`config.mk`:
```
export PLATFORM = sky130hd
export DESIGN_NAME = branch_dir_table
export DESIGN_NICKNAME = d
export VERILOG_FILES = /design/src/rtl/bdt_pkg.sv /design/src/rtl/bdt_ctrl.sv /design/src/rtl/bdt_table.sv /design/src/rtl/branch_dir_table.sv
export SDC_FILE = /design/constraint.sdc
export NUM_CORES = 1
export LEC_CHECK = 0
export CAP_MARGIN = 30
export CORE_MARGIN = 4
export CORE_UTILIZATION = 51
export DETAILED_ROUTE_END_ITERATION = 8
export PLACE_DENSITY = 0.72
export SLEW_MARGIN = 40
export SYNTH_ARGS = -nofsm -noshare
export SYNTH_HDL_FRONTEND = slang
export SYNTH_SLANG_ARGS = --single-unit
```
`constraint.sdc`:
```
create_clock -name clk -period 4.2 [get_ports clk]
set_input_delay 0.84 -clock clk [delete_from_list [all_inputs] [get_ports clk]]
set_output_delay 0.84 -clock clk [all_outputs]
set_load 0.03 [all_outputs]
```
`src/rtl/bdt_pkg.sv`:
```
package bdt_pkg;

  typedef enum logic [1:0] {
    RULE_ONEBIT  = 2'd0,
    RULE_SAT     = 2'd1,
    RULE_HYST    = 2'd2,
    RULE_SAT_ALT = 2'd3
  } rule_e;

  localparam logic [1:0] ST_SNT = 2'b00;
  localparam logic [1:0] ST_WNT = 2'b01;
  localparam logic [1:0] ST_WT  = 2'b10;
  localparam logic [1:0] ST_ST  = 2'b11;

  typedef struct packed {
    logic       clrAll;
    logic       wrEn;
    logic [1:0] wrState;
  } bdt_strobe_t;

endpackage

```
`src/rtl/bdt_ctrl.sv`:
```
module bdt_ctrl
  import bdt_pkg::*;
(
  input  logic        rst,
  input  logic [1:0]  ruleSel,
  input  logic        updValid,
  input  logic        updTaken,
  input  logic [1:0]  updCur,
  output bdt_strobe_t stb
);

  rule_e rule;
  logic [1:0] nextState;

  assign rule = rule_e'(ruleSel);

  always_comb begin
    unique case (rule)
      RULE_ONEBIT: nextState = updTaken ? ST_ST : ST_SNT;
      RULE_HYST: begin
        if (updTaken)
          nextState = (updCur == ST_SNT) ? ST_WNT : ST_ST;
        else
          nextState = (updCur == ST_ST) ? ST_WT : ST_SNT;
      end
      default: begin
        if (updTaken)
          nextState = (updCur == ST_ST) ? ST_ST : updCur + 2'd1;
        else
          nextState = (updCur == ST_SNT) ? ST_SNT : updCur - 2'd1;
      end
    endcase
  end

  always_comb begin
    stb.clrAll  = rst;
    stb.wrEn    = updValid && !rst;
    stb.wrState = nextState;
  end

endmodule

```
`src/rtl/bdt_table.sv`:
```
module bdt_table
  import bdt_pkg::*;
#(
  parameter int IDX_BITS = 6,
  parameter int PC_WIDTH = 32,
  parameter int PC_LSB   = 2
) (
  input  logic                clk,
  input  bdt_strobe_t         stb,
  input  logic [PC_WIDTH-1:0] lookupPc,
  input  logic [PC_WIDTH-1:0] updPc,
  output logic                predTaken,
  output logic [1:0]          updCur
);

  localparam int ENTRIES = 1 << IDX_BITS;

  logic [1:0] tbl [ENTRIES];
  logic [IDX_BITS-1:0] lkIdx;
  logic [IDX_BITS-1:0] upIdx;

  assign lkIdx = lookupPc[PC_LSB +: IDX_BITS];
  assign upIdx = updPc[PC_LSB +: IDX_BITS];

  for (genvar e = 0; e < ENTRIES; e++) begin : g_entry
    always_ff @(posedge clk) begin
      if (stb.clrAll)
        tbl[e] <= ST_WT;
      else if (stb.wrEn && upIdx == IDX_BITS'(e))
        tbl[e] <= stb.wrState;
    end
  end

  assign predTaken = tbl[lkIdx][1];
  assign updCur    = tbl[upIdx];

endmodule

```
`src/rtl/branch_dir_table.sv`:
```
module branch_dir_table
  import bdt_pkg::*;
#(
  parameter int IDX_BITS = 6,
  parameter int PC_WIDTH = 32,
  parameter int PC_LSB   = 2
) (
  input  logic                clk,
  input  logic                rst,
  input  logic [1:0]          ruleSel,
  input  logic [PC_WIDTH-1:0] lookupPc,
  output logic                predTaken,
  input  logic                updValid,
  input  logic [PC_WIDTH-1:0] updPc,
  input  logic                updTaken
);

  bdt_strobe_t stb;
  logic [1:0]  updCur;

  bdt_ctrl ctrl_i (
    .rst      (rst),
    .ruleSel  (ruleSel),
    .updValid (updValid),
    .updTaken (updTaken),
    .updCur   (updCur),
    .stb      (stb)
  );

  bdt_table #(
    .IDX_BITS (IDX_BITS),
    .PC_WIDTH (PC_WIDTH),
    .PC_LSB   (PC_LSB)
  ) table_i (
    .clk       (clk),
    .stb       (stb),
    .lookupPc  (lookupPc),
    .updPc     (updPc),
    .predTaken (predTaken),
    .updCur    (updCur)
  );

endmodule

```
# After elaboration in Yosys (flattened, before gate mapping)
# Memories as Yosys holds them, arrays and structs flattened.
# Cells that the tools add are included.
# classes
n_reduce_logical	69
eq_ne	65
muxes	266
n_addsub	2
n_bitwise	64
# op_table
op	n
1-bit two-way mux	194
6-bit equality test, second input constant	32
2-bit two-way mux	71
6-bit by 5-bit equality test with 1-bit output, second input constant	16
1-bit logical AND	65
1-bit OR	64
6-bit by 4-bit equality test with 1-bit output, second input constant	8
6-bit by 3-bit equality test with 1-bit output, second input constant	4
6-bit by 2-bit equality test with 1-bit output, second input constant	2
6-bit by 1-bit equality test with 1-bit output, second input constant	1
6-bit logical NOT	1
2-bit equality test, second input constant	2
2-bit logical NOT	2
2-bit case mux with 2 select lines	1
2-bit by 1-bit adder with 2-bit output, second input constant	1
2-bit by 1-bit subtractor with 2-bit output, second input constant	1
1-bit logical NOT	1
# word_totals
input_bits	70
ff_bits	0
out_inout_bits	1
memories	1
ram_bits	128
# mem_list
name	words	width	read_ports	rd_ports_with_merged_regs	wr	line	rtl
table_i.tbl	64	2	2	0	64	bdt_table.sv:18	logic [1:0] tbl [ENTRIES];

# Depth between registers and ports, before layout
# depth
depth_word	7
ltp_mapped	10
mapped_depth_nobuf	6

# Modules after synthesis
# A second synthesis with hierarchy kept.
# hier_totals
cells_unflattened	545
area_unflattened_um2	6894.1
# by_module_without_submodules
module	seq_area_each_um2	n_inst	cells_each	area_each_um2
bdt_table	3843.7	1	534	6834.1
bdt_ctrl	0.0	1	11	60.1

# Least setup slack after synthesis
# OpenSTA, ideal clock, no wires.
# synth_timing
path_type	input port to output port
from	input lookupPc[2]
to	output predTaken
arrival_time_ps	3112
path_buffers	2
path_stages	5
slack_ps	248
path_cell_list	clkbuf_1 > buf_2 > mux4_2 > mux4_2 > mux4_2
# synth_via
elab_chain_len	1
# synth_rtl
element	line	rtl
start, declared	branch_dir_table.sv:11	input logic [PC_WIDTH-1:0] lookupPc,
memory read 64 x 2 bit	n/a	
end, declared	branch_dir_table.sv:12	output logic predTaken,
# Every way passes these cells.

# Worst setup path after layout
# Same ends and word-level chain as after synthesis.

==> reports/results.ini <==
[cts]
clk_pin_slew_ns = 0.05
numCtsBuffers = 17
cts_setup_buffers = 0
cts_root_buf = clkbuf_16
cts.sinks = 128
clock_latency_ns = 0.42
cts_tree = built
cts_resized = 1
htree_levels = 4
cts_hold_buf = 0
clockBufferDepth = 2

[setup_path]
crit_buf_inv = 3
path_max_fanout = 8
cp_common_cell = mux4_2
end_kind = output port
cp.required_ns = 3.36
cp-start-kind = input pin
critical_path.max_stage_delay_ns = 0.54
path_class = input pin to output port
cp.arrival_ns = 3.28
path_cells = dlygate4sd2_1 > bufbuf_16 > mux4_2 > mux4_2 > mux4_2 > buf_4
slowest_stage = mux4_2
critical_path.top_delay_family = multiplexers

[floorplanning]
die_area_sq_um = 16440
row_count = 43
initial_core_util_pct = 52.49
core_area_sq_um = 14040
io_pins = 71
die_w_microns = 128.2
die_h_microns = 128.2

[power_and_ir_drop]
p_leak_nw = 2.472
ir_drop_mv = 0.3048
power_density_nw_per_um2 = 372.9

[sta]
setup_tns_ns = 0
rsz0062_at_grt = false
finalMaxSlewViolations = 0
max_freq_ghz = 0.2430
relSlewSlack_pct = 42.26
period_minus_slack_ns = 4.116
tightest_slew_ns = 0.8656
post-route-period-util_pct = 98.00
skew_ns = 0.01021
hold_viol_final = 0
setup_viol_count_final = 0

[placement]
place.port_buffers = 18
hpwl_microns = 12360
dp.cells = 744
gp_congestion = 0.8642

[synthesis]
synth.avg_cell_area_sq_um = 12.56
yosysSeqAreaShare_pct = 52.15
yosys_most_used_dff = edfxtp_1
synth_top_area_share_pct = 52.15
synth_edf_count = 128
synthTopCellsByArea = edfxtp_1 52%, mux4_2 16%, or2_2 3.9%
syn_nets = 657
ys_types = 48
yosys_warnings = 0
async_flop_share_pct = 0
synth_largest_area_cell = edfxtp_1
syn_inst = 587
ys_ff_latch = 128
syn-cell-area_sq_um = 7371

[routing]
wl_per_cell_microns = 25.12
drc = 0
vias = 5253
drt_iter0_markers = 740
routed_wl_microns = 19490
firstDrtPassIters = 7
vias_per_cell = 6.769
ant_nets = 0

[global_route]
grt_overflow = 0
grt_use_total_pct = 24.20
antenna_found_initial = 0
grt_pass1_vias = 5111
grt_max_degree = 65
grt_pass1_wl_microns = 29730

[finish]
final_cells = 776
layout.nets = 654
num_antenna_cells = 0
max_flop_register = table_i.tbl
syn_to_final_growth_pct = 12.66
largest_reg_flops = 128
top_regs = table_i.tbl (128)
final_layout_size_suffix_gt1_share_pct = 27.18

[run]
cap_violations = 0

[worst_hold_path]
hold_class = input pin to flop

[outcome]
status = complete, no violations

## synth_stat cells (2+ instances only)
cell        n
buf_6       4
nand3_1    52
edfxtp_1  128
o22ai_1     2
clkbuf_2    2
a21boi_0   34
a21o_1      8
nand2b_1   18
and3_1      4
and2_1      2
mux2i_1     7
buf_1       2
nor3b_1     4
a22oi_1     2
or2_2      46
mux4_2     51
nor3_1      6
nand2_1    25
inv_1       3
a21boi_1   10
o21ai_2     2
a21oi_1    13
a211oi_1    9
nor2b_1     6
nor2_1     52
clkbuf_1   31
mux2_2      5
buf_2      19
nand4_1    20
buf_4       2
## cell families (layout without fill, tap and decap cells)
| family | Yosys count | after routing | share of synthesized area [%] |
|---|---|---|---|
| AND/OR/NAND/NOR | 240 | 240 | 16.91 |
| flip-flops | 128 | 128 | 52.15 |
| buffers and inverters | 63 | 72 | 4.074 |
| multiplexers | 63 | 63 | 17.30 |
| AO/OA/AOI/OAI | 93 | 93 | 9.574 |
## layout make-up
| cell class | count | area [sq um] |
|---|---|---|
| inverter | 3 | 11.26 |
| multi-input combinational | 396 | 3264 |
| clock inverter | 11 | 70.07 |
| tap | 180 | 225.2 |
| timing repair buffer | 38 | 452.9 |
| sequential | 128 | 3844 |
| clock buffer | 20 | 436.7 |
| fill | 1071 | 5738 |
## worst reg2reg max path, stage by stage (launching register included)
cell and delay (ns):
edfxtp_1 0.39, mux4_2 0.53, and3_1 0.22, o41ai_2 0.35, a32oi_2 0.27, o211ai_4 0.25, buf_12 0.33, nand4_1 0.18
## through the flow
stage                     power [mW]  util (%)  hold slack, ns  setup WS (ns)  area, sq um
final                          3.096     59.14           1.081        0.08397         8304
after global routing           3.184     59.14           1.117        0.06156         8304
after CTS                      3.096     59.14           1.058         0.1083         8304
after detailed placement       1.834     55.31           1.482      -0.002323         7766
after global placement         1.823     55.19           1.463        0.03634         7750
after floorplan                1.700         -           1.188         0.2480         7371
## final timing paths
path / startpoint / endpoint / slack [ns] / cells past startpoint
worst max-delay path: lookupPc[2] / predTaken / 0.08 / 6
worst min-delay path: rst / table_i.tbl[33][1] / 1.08 / 4
worst max register to register: table_i.tbl[63][1] / table_i.tbl[3][1] / 1.37 / 7
worst min register to register: table_i.tbl[4][0] / table_i.tbl[37][1] / 1.52 / 7
## layout by cell type (no fill, tap or decap), types with 2 or more instances in the layout
cell type and count:
or2_2 46, and2_1 2, mux2_2 5, buf_4 10, a211oi_1 9, clkbuf_1 3, nor2_1 52, a21boi_1 10
nor3_1 5, clkbuf_16 17, buf_2 3, and3_1 4, mux4_2 51, nand4_1 20, inv_1 3, nand2b_1 18
nor2b_1 6, edfxtp_1 128, clkinv_2 4, buf_12 9, a21oi_1 13, o22ai_1 2, a22oi_1 2, clkinvlp_4 5
a21boi_0 34, nor3_2 2, clkdlybuf4s50_1 13, o21ai_4 2, nand2_1 25, nor3b_1 4, a21o_1 8, nand3_1 52
mux2i_1 7
## where the power goes
group	switching, mW	internal, mW	total (mW)
Clock	0.534	0.742	1.28
Combinational	0.247	0.137	0.384
Sequential	0.00835	1.43	1.44
## layer usage
metal,vias to the layer above,wire length (microns),track usage [%]
met5,-,0,0
met4,0,502,8.614
met3,36,2032,5.708
met2,341,9405,37.85
met1,2610,7550,33.35
li1,2266,-,-
(Power assumes the default switching activity.)
